[config.mk]
export PLATFORM = sky130hd
export DESIGN_NAME = mp_err_sampler
export DESIGN_NICKNAME = d
export VERILOG_FILES = /design/src/rtl/mp_err_sampler.sv
export SDC_FILE = /design/constraint.sdc
export NUM_CORES = 1
export LEC_CHECK = 0
export BUFFER_PORTS_ARGS = -buffer_cell sky130_fd_sc_hd__buf_4
export CAP_MARGIN = 20
export CORE_ASPECT_RATIO = 2
export CORE_UTILIZATION = 35
export CTS_BUF_LIST = sky130_fd_sc_hd__clkbuf_16
export DETAILED_ROUTE_END_ITERATION = 10
export HOLD_SLACK_MARGIN = 0.05
export PLACE_DENSITY = 0.61
export SLEW_MARGIN = 15
export SYNTH_ARGS = -nofsm -noshare
export SYNTH_HDL_FRONTEND = slang
export SYNTH_SLANG_ARGS = --single-unit
[constraint.sdc]
create_clock -name clk -period 1.5 [get_ports clk]
set_input_delay 0.15 -clock clk [delete_from_list [all_inputs] [get_ports clk]]
set_output_delay 0.15 -clock clk [all_outputs]
set_load 0.05 [all_outputs]
[src/rtl/mp_err_sampler.sv]
module mp_err_sampler #(
  parameter int NPH = 4,
  parameter int SYNC_STAGES = 2
) (
  input  logic           clk,
  input  logic           rst_n,
  input  logic           base_tick,
  input  logic [NPH-1:0] ph_tick,
  input  logic           cmp_in,
  input  logic           mode_in,
  input  logic [1:0]     psw_in,
  output logic [NPH-1:0] perr,
  output logic [NPH-1:0] c_ud,
  output logic [NPH-1:0] f_ud,
  output logic [NPH-1:0] c_stb,
  output logic [NPH-1:0] f_stb
);

  logic [SYNC_STAGES-1:0] sync_q;
  logic                   mode_q;
  logic [1:0]             psw_q;
  logic [NPH-1:0]         fire;
  logic                   regulated;
  logic                   err_bit;

  always_ff @(posedge clk) begin
    if (!rst_n) sync_q <= '0;
    else        sync_q <= {sync_q[SYNC_STAGES-2:0], cmp_in};
  end

  assign err_bit   = sync_q[SYNC_STAGES-1];
  assign regulated = !mode_q && psw_q[0];

  always_ff @(posedge clk) begin
    if (!rst_n) begin
      mode_q <= 1'b0;
      psw_q  <= 2'b00;
    end else if (base_tick) begin
      mode_q <= mode_in;
      psw_q  <= psw_in;
    end
  end

  for (genvar n = 0; n < NPH; n++) begin : g_ph
    if (n == 0) begin : g_lead
      assign fire[n] = regulated ? base_tick : ph_tick[n];
    end else if (n % 2 == 1) begin : g_odd
      assign fire[n] = ph_tick[n] && !regulated && !psw_q[1];
    end else begin : g_even
      assign fire[n] = ph_tick[n] && !regulated;
    end

    always_ff @(posedge clk) begin
      if (!rst_n) begin
        perr[n]  <= 1'b0;
        c_ud[n]  <= 1'b0;
        f_ud[n]  <= 1'b0;
        c_stb[n] <= 1'b0;
        f_stb[n] <= 1'b0;
      end else begin
        c_stb[n] <= fire[n] && mode_q;
        f_stb[n] <= fire[n] && !mode_q;
        if (fire[n]) begin
          perr[n] <= err_bit;
          if (mode_q) c_ud[n] <= err_bit;
          else        f_ud[n] <= err_bit;
        end
      end
    end
  end

endmodule


Word-level counts from Yosys, hierarchy flattened
Index checks and enable logic that the tools add are counted.

storage, ports and cells
  register bits = 25
  input port bits = 11
  output and inout bits = 20
  logic and storage cells = 50

cells by class
  reductions and logical operators = 25
  bitwise gates (word level) = 1
  muxes and demuxes = 1

operators by type and width
  cell                 count
  2-bit AND reduction  8
  1-bit logical AND    14
  1-bit zero test      3
  1-bit 2-to-1 mux     1
  1-bit inverter       1

Logic depth before layout (Yosys ltp)
Gate-level depths: netlist (run 1).

  depth in word-level cells = 6
  gate-level depth with buffers = 5
  gate-level depth less buffers = 3

Worst setup path before layout (run 1)
OpenSTA, ideal clock, no wires.

  path kind = flip-flop to flip-flop
  from = reg psw_q[0]
  to = reg perr[1]
  buffers on the path = 1
  clock period less this slack = 1.063 ns
  cell stages (with the launch flop) = 5
  library setup time = 0.071 ns
  arrival time = 0.993 ns
  slack = 0.437 ns
  path through = dfxtp_1 buf_6 nor2b_4 or3b_1 a21oi_1

on the way
  word-level cells in the longest chain between the ends = 4

ends and longest elaborated chain
  element                          RTL line  RTL
  start: declaration               21        logic [1:0] psw_q;
  start signal: assignment         40        psw_q <= psw_in;
  1-bit logical AND                32        assign regulated = !mode_q && psw_q[0];
  1-bit zero test                  48        assign fire[n] = ph_tick[n] && !regulated && !psw_q[1];
  1-bit logical AND (2 in series)  48
  end signal: indexed assignment   64        perr[n] <= err_bit;
  end: declaration                 12        output logic [NPH-1:0] perr,

No other way between the ends.
A chain may end at the register's enable or synchronous reset.

Final worst setup path (run 1)
  from = reg mode_q
  to = reg perr[0]

on the way
  word-level cells in the longest chain between the ends = 3

ends and longest elaborated chain
  element                   RTL line  RTL
  start: declaration        20        logic mode_q;
  start signal: assignment  39        mode_q <= mode_in;
  1-bit zero test           32
  1-bit logical AND         32
  1-bit 2-to-1 mux          46        assign fire[n] = regulated ? base_tick : ph_tick[n];

No other way between the ends.

==> results_dict.tcl, run 1 <==
set metrics [dict create \
    relSlewSlack 0.711 \
    rsz0062_at_grt "no" \
    holdPathStages 2 \
    worst-path-max-fanout 12 \
    min_path_type "input pin to flop" \
    postCtsHoldBufs 0 \
    clk_path_buf_depth 2 \
    clock-sinks 25 \
    startpoint_type "flop" \
    synth_top_family_by_area "simple AND/OR/NAND/NOR gates" \
    io_pins 31 \
    design_area_um2 1240 \
    die_height_um 74.6 \
    period_share 0.843 \
    synth_xor_area_frac 0 \
    endpoint_kind "flop" \
    crit_path_frequent_cell "mux2i_1" \
    dp.cells 150 \
    via_per_inst 4.90 \
    worst_path_largest_cell_delay_ns 0.58 \
    initial_core_util 0.364 \
    ir_worst_vdd_uv 834 \
    grt_pass1_vias 666 \
    dpl_cell_area_um2 1160 \
    wl_per_cell_um 12.7 \
    grt_pass1_wl_mm 3.04 \
    grt_overflow_total 0 \
    antenna_found_initial 0 \
    root_buffer "clkbuf_16" \
    drive_gt1_frac 0.286 \
    dieArea_um2 2860 \
    synth_area_um2 923 \
    numPortBuffers 30 \
    drc 0 \
    synth_top_area_share 0.542 \
    finalHoldViolations 0 \
    die_w_um 38.3 \
    vias 755 \
    cp_slowest_cell "dfxtp_1" \
    worst_slew_pin_slew_ns 0.433 \
    ys_types 20 \
    setup_violations 0 \
    status "completed" \
    rows 26 \
    fmax_mhz 791 \
    fin_setup_tns_ns 0 \
    synth-compound-area-share 0.0840 \
    fin_crit_ns 1.26 \
    synth_flop_cell "dfxtp_1" \
    syn2layout_area_growth_pct 34.1 \
    r2r_cells 3 \
    yosysMostFrequentCell "dfxtp_1" \
    antenna_cells 0 \
    core_area_um2 2540 \
    grt_max_degree 15 \
    hpwl_mm 1.51 \
    synthMuxAreaShare 0.0976 \
    gp_congestion 0.817 \
    critical_path.top_delay_family "flip-flops" \
    drt_iter0_markers 22 \
    cts_buffers 3 \
    track_usage 0.154 \
    fin_skew_ns 0.000927 \
    cts_resized 0 \
    synth.avg_cell_area_um2 9.52 \
    yosys.area_share.adder 0 \
    yosys_register_bits 25 \
    worst-path-stages 3 \
    arrival_ns 1.45 \
    critical_path_class "flop to flop" \
    synth_edf_count 0 \
    pwr_density_cell_nw_per_um2 1180 \
    p_leak_nw 0.567 \
    synthTopCellsByCount "dfxtp_1, nor2_1, mux2i_1, nand2_1, a21oi_1" \
    fin_cells 154 \
    clkTransAtPathRegs_ns 0.06 \
    postRouteAntennaNets 0 \
    layout.nets 138 \
    dr.pass1.iters 4 \
    synthArstFlopShare 0 \
    routed_wl_mm 1.95 \
    yosys-top-cells-area "dfxtp_1, mux2i_1, nor2_1, a21oi_1, nand2_1" \
    slew_violations 0 \
    rrSetupSlack_ns 0.24 \
    seq_area_frac_synth 0.542 \
    synth_top_area_cell "dfxtp_1" \
    cts_tree "built" \
    cts_setup_buffers 0 \
    drv_cap 0 \
    syn_inst 97 \
    hold_slack_ns 0.112 \
    worstSkewPairLatency_ns 0.25 \
    htree_levels 1 \
    yosys_warnings 0 \
    fin_total_pwr_mw 1.46 \
    critPathBufInv 0 \
    cp_data_required_time_ns 1.69 \
    synthesis.nets 108 \
    path_cells "nand2b_1 > mux2i_1 > mux2i_1" \
    yosys.area_share.simple 0.226 \
]
-- power breakdown --
part	total [mW]	internal, mW	switching (mW)
combinational	0.178	0.0669	0.111
clock	0.571	0.356	0.215
sequential	0.707	0.687	0.0201
-- layer usage --
metal / up-vias / track usage / wire length (µm)
li1: 384 / - / -
met1: 334 / 0.174 / 722
met2: 33 / 0.264 / 1110
met3: 4 / 0.0265 / 79
met4: 0 / 0.0833 / 39
met5: - / 0 / 0
-- path summary, 6_finish.rpt --
path                            startpoint        end
worst min register to register     f_ud[0]    f_ud[0]
worst min-delay path                cmp_in  sync_q[0]
worst max register to register      mode_q    perr[0]
worst max-delay path                mode_q    perr[0]
-- cell type report --
class	count	area, µm²
inverters	2	7.51
well taps	28	35.0
clock inverters	1	3.75
flip-flops and latches	25	500
multi-input cells	63	377
fillers	251	1300
repair buffers	32	240
clock buffers	3	75.1
-- placed cells by master (no fill, tap or decap) --
cell type and instances:
and2_1 2, nand2_1 9, mux2i_1 9, clkbuf_16 3, a21oi_1 8, nor2_1 13, nand4b_1 2, nor3_1 1
nand2b_1 3, nand3_1 4, or3b_1 2, o21ai_0 3, dfxtp_1 25, buf_4 32, and3_1 1, nand3b_1 2
nor2b_4 1, o31ai_1 3, inv_1 3
-- flip-flops by register name, summed over array words and instances (netlist names) --
name	count
sync_q	2
c_stb	4
mode_q	1
f_stb	4
c_ud	4
perr	4
psw_q	2
f_ud	4
-- per-stage QoR --
step,setup WS (ns),utilization
CTS,0.246,0.488
detailed placement,0.246,0.457
floorplan,0.437,-
global route,0.147,0.488
global placement,0.289,0.457
finish,0.236,0.488
-- cells by family (layout without fill, tap and decap cells) --
family                 Yosys count  count (layout)
flip-flops                      25              25
multiplexers                     9               9
buffers and inverters            9              38
AO/OA/AOI/OAI                   14              14
AND/OR/NAND/NOR                 40              40
Note: power is estimated with default switching activity, not from simulation.
==> inputs of run 2 (changes only) <==
clock period = 1.3 ns   (was 1.5 ns; I/O delays follow)
==> run 2 against run 1 <==
Combinational power grew 17%. Setup slack lost 0.10 ns. Wire length shrank 5.4%. Sequential power grew 15%. Clock skew grew 0.0010 ns. Maximum frequency grew 8.6%. Clock power grew 15%. Utilization grew 0.30 points. Total power grew 15%.
==> results_dict.tcl, run 2 (synthesis gave the netlist of run 1 again) <==
set metrics [dict create \
    status "completed" \
    critical_path_class "flop to flop" \
    numPortBuffers 30 \
    fin_setup_tns_ns 0 \
    path_cells "nor2b_4 > or3b_1 > a21oi_1" \
    dr.pass1.iters 4 \
    fmax_mhz 859 \
    drc 0 \
    dieArea_um2 2860 \
    cp_slowest_cell "dfxtp_1" \
    min_path_type "input pin to flop" \
    worst_slew_pin_slew_ns 0.426 \
    clock-sinks 25 \
    grt_overflow_total 0 \
    hold_slack_ns 0.0802 \
    postRouteAntennaNets 0 \
    clk_path_buf_depth 2 \
    track_usage 0.149 \
    worst-path-max-fanout 8 \
    cts_setup_buffers 0 \
    r2r_cells 3 \
    antenna_cells 0 \
    final_util 0.491 \
    p_leak_nw 0.573 \
    vias 763 \
    dp.cells 151 \
    htree_levels 1 \
    startpoint_type "flop" \
    slew_violations 0 \
    syn2layout_area_growth_pct 35.0 \
    antenna_found_initial 0 \
    arrival_ns 1.35 \
    root_buffer "clkbuf_16" \
    via_per_inst 4.92 \
    initial_core_util 0.364 \
    fin_skew_ns 0.00194 \
    setup_violations 0 \
    grt_pass1_wl_mm 3.06 \
    layout.nets 139 \
    rsz0062_at_grt "no" \
    clkTransAtPathRegs_ns 0.06 \
    pwr_density_cell_nw_per_um2 1350 \
    drive_gt1_frac 0.291 \
    die_w_um 38.3 \
    most-common-layout-cells "buf_4, dfxtp_1, nor2_1, mux2i_1, nand2_1" \
    finalHoldViolations 0 \
    holdPathStages 2 \
    postCtsHoldBufs 0 \
    wl_per_cell_um 11.9 \
    worst_path_largest_cell_delay_ns 0.40 \
    core_area_um2 2540 \
    fin_cells 155 \
    relSlewSlack 0.716 \
    drv_cap 0 \
    final_common_cell "buf_4" \
    drt_iter0_markers 12 \
    fin_crit_ns 1.16 \
    io_pins 31 \
    worstSkewPairLatency_ns 0.25 \
    grt_pass1_vias 742 \
    cts_tree "built" \
    endpoint_kind "flop" \
    cts_resized 0 \
    ir_worst_vdd_uv 783 \
    hpwl_mm 1.45 \
    rows 26 \
    grt_max_degree 15 \
    cp_data_required_time_ns 1.48 \
    routed_wl_mm 1.85 \
    gp_congestion 0.838 \
    period_share 0.896 \
    cts_buffers 3 \
    die_height_um 74.6 \
]
[run 2: worst max-delay path, delay by kind of cell (launching register included)]
family | cells | cell delay (ns)
compound gates | 1 | 0.13
flops | 1 | 0.40
simple gates | 2 | 0.57
[run 2: power breakdown]
| part | total (mW) | leakage, nW | internal (mW) | switching (mW) |
|---|---|---|---|---|
| clock | 0.655 | 0.0423 | 0.410 | 0.245 |
| combinational | 0.209 | 0.326 | 0.0793 | 0.130 |
| sequential | 0.812 | 0.204 | 0.793 | 0.0194 |
| total | 1.68 | 0.573 | 1.28 | 0.394 |
[run 2: path summary, 6_finish.rpt]
kind / from / to / slack (ns)
hold reg to reg: sync_q[0] / sync_q[1] / 0.43
hold / removal: cmp_in / sync_q[0] / 0.08
setup reg to reg: psw_q[0] / perr[1] / 0.14
setup / recovery: psw_q[0] / perr[1] / 0.14
[run 2: routing by layer]
metal	global-route usage	vias to the layer above	part of all wire
li1	-	387	-
met1	0.151	351	0.37
met2	0.277	21	0.57
met3	0.00885	4	0.032
met4	0.0952	0	0.025
met5	0	-	0
[run 2: per-stage QoR]
step	worst slack (ns)	total power, mW	instance area (µm²)
after floorplan	0.237	0.968	923
after global placement	0.199	1.04	1170
after detailed placement	0.180	1.04	1170
after CTS	0.140	1.71	1250
after global routing	0.0839	1.74	1250
final	0.135	1.68	1250
[run 2: area by class of cell]
type / instances / area (µm²)
fill: 261 / 1290
sequential: 25 / 500
multi-input combinational: 63 / 377
timing repair buffer: 33 / 248
clock buffer: 3 / 75.1
tap: 28 / 35.0
inverter: 2 / 7.51
clock inverter: 1 / 3.75
==> inputs of run 3 (changes only) <==
CORE_ASPECT_RATIO = unset   (was 2)
CORE_MARGIN = 5   (was unset)
CORE_UTILIZATION = 47   (was 35)
PLACE_DENSITY = 0.77   (was 0.61)
==> run 3 against run 2 <==
Combinational power about the same. Total power increased by 0.20%. Die area increased by 3.2%. Clock-buffer cell count stayed put. Critical path type unchanged. Highest routed layer unchanged.
==> results_dict.tcl, run 3 (synthesis gave the netlist of run 1 again) <==
set metrics [dict create \
    holdPathStages 2 \
    cp_slowest_cell "dfxtp_1" \
    arrival_ns 1.40 \
    postRouteAntennaNets 0 \
    fin_setup_tns_ns 0 \
    grt_pass1_wl_mm 3.17 \
    worstSkewPairLatency_ns 0.25 \
    cp_data_required_time_ns 1.48 \
    endpoint_kind "flop" \
    clk_path_buf_depth 2 \
    track_usage 0.149 \
    grt_overflow_total 0 \
    grt_pass1_vias 776 \
    fin_crit_ns 1.22 \
    hpwl_mm 1.48 \
    r2r_cells 3 \
    min_path_type "input pin to flop" \
    cts_resized 0 \
    core_area_um2 1920 \
    fin_total_pwr_mw 1.68 \
    period_share 0.941 \
    clkTransAtPathRegs_ns 0.06 \
    design_area_um2 1240 \
    ir_worst_vdd_uv 808 \
    most-common-layout-cells "buf_4, dfxtp_1, nor2_1, mux2i_1, nand2_1" \
    clock-sinks 25 \
    whs_endpoint "sync_q[0]" \
    relSlewSlack 0.715 \
    status "completed" \
    rows 16 \
    worst_slew_pin_slew_ns 0.427 \
    drive_gt1_frac 0.294 \
    antenna_found_initial 0 \
    syn2layout_area_growth_pct 34.1 \
    drc 0 \
    vias 767 \
    crit_path_frequent_cell "mux2i_1" \
    finalHoldViolations 0 \
    final_common_cell "buf_4" \
    rrSetupSlack_ns 0.08 \
    via_per_inst 5.01 \
    layout.nets 138 \
    gp_congestion 0.858 \
    critical_path_class "flop to flop" \
    cts_tree "built" \
    fmax_mhz 818 \
    grt_max_degree 15 \
    dpl_cell_area_um2 1160 \
    pwr_density_cell_nw_per_um2 1360 \
    io_pins 31 \
    setup_violations 0 \
    cts_buffers 3 \
    numPortBuffers 30 \
    initial_core_util 0.480 \
    slew_violations 0 \
    hold_start "cmp_in" \
    r2r-start "mode_q" \
    dr.pass1.iters 3 \
    postCtsHoldBufs 0 \
    antenna_cells 0 \
    wl_per_cell_um 13.1 \
    fill_cells 179 \
    root_buffer "clkbuf_16" \
    cts_setup_buffers 0 \
    path_cells "nand2b_1 > mux2i_1 > mux2i_1" \
    rsz0062_at_grt "no" \
    drv_cap 0 \
    rr_endpoint "perr[0]" \
    dieArea_um2 2950 \
    fin_skew_ns 0.00127 \
    startpoint_type "flop" \
    worst-path-max-fanout 8 \
    htree_levels 1 \
    drt_iter0_markers 6 \
    die_height_um 54.3 \
    die_w_um 54.3 \
    worst_path_largest_cell_delay_ns 0.49 \
    p_leak_nw 0.566 \
    routed_wl_mm 2.00 \
]
==> run 3: how the worst max path moves through the flow <==
stage                     startpoint  slack (ns)  cells after the start  endpoint
final                         mode_q        0.08                      3   perr[0]
after global routing          mode_q       0.008                      3   perr[0]
after global placement      psw_q[1]        0.19                      3   perr[3]
after CTS                     mode_q        0.07                      3   perr[0]
after detailed placement      mode_q        0.14                      3   perr[0]
after floorplan             psw_q[0]        0.24                      4   perr[1]
==> run 3: area by class of cell <==
type                    count  area [µm²]  share of cell area
flip-flops and latches     25         500               0.404
clock buffers               3        75.1              0.0606
well taps                  27        33.8              0.0273
multi-input cells          63         377               0.304
repair buffers             32         240               0.194
inverters                   2        7.51             0.00606
clock inverters             1        5.00             0.00404
==> run 3: critical path, delay by kind of cell, from the launching register on <==
kind	cells	cell delay (ns)
flip-flops	1	0.49
multiplexers	2	0.46
AND/OR/NAND/NOR	1	0.20
==> run 3: routing by layer <==
layer  part of all wire  global-route usage  wire, µm  up-vias
li1                   -                   -         -      385
met1               0.46               0.169       918      351
met2               0.47               0.251       932       25
met3              0.053              0.0354       105        6
met4              0.021              0.0871        41        0
met5                  0                   0         0        -
==> run 3: stage by stage <==
stage / util / setup slack (ns) / hold WS [ns] / cells
after global routing: 0.645 / 0.00829 / 0.0948 / 153
after CTS: 0.645 / 0.0730 / 0.0874 / 153
final: 0.645 / 0.0771 / 0.0862 / 153
after detailed placement: 0.603 / 0.142 / 0.345 / 149
after floorplan: - / 0.237 / 0.257 / 97
after global placement: 0.603 / 0.190 / 0.345 / 149
==> run 3: power breakdown <==
group | switching, mW | leakage [nW] | internal [mW]
registers | 0.0198 | 0.204 | 0.793
logic | 0.131 | 0.321 | 0.0773
clock network | 0.246 | 0.0409 | 0.413
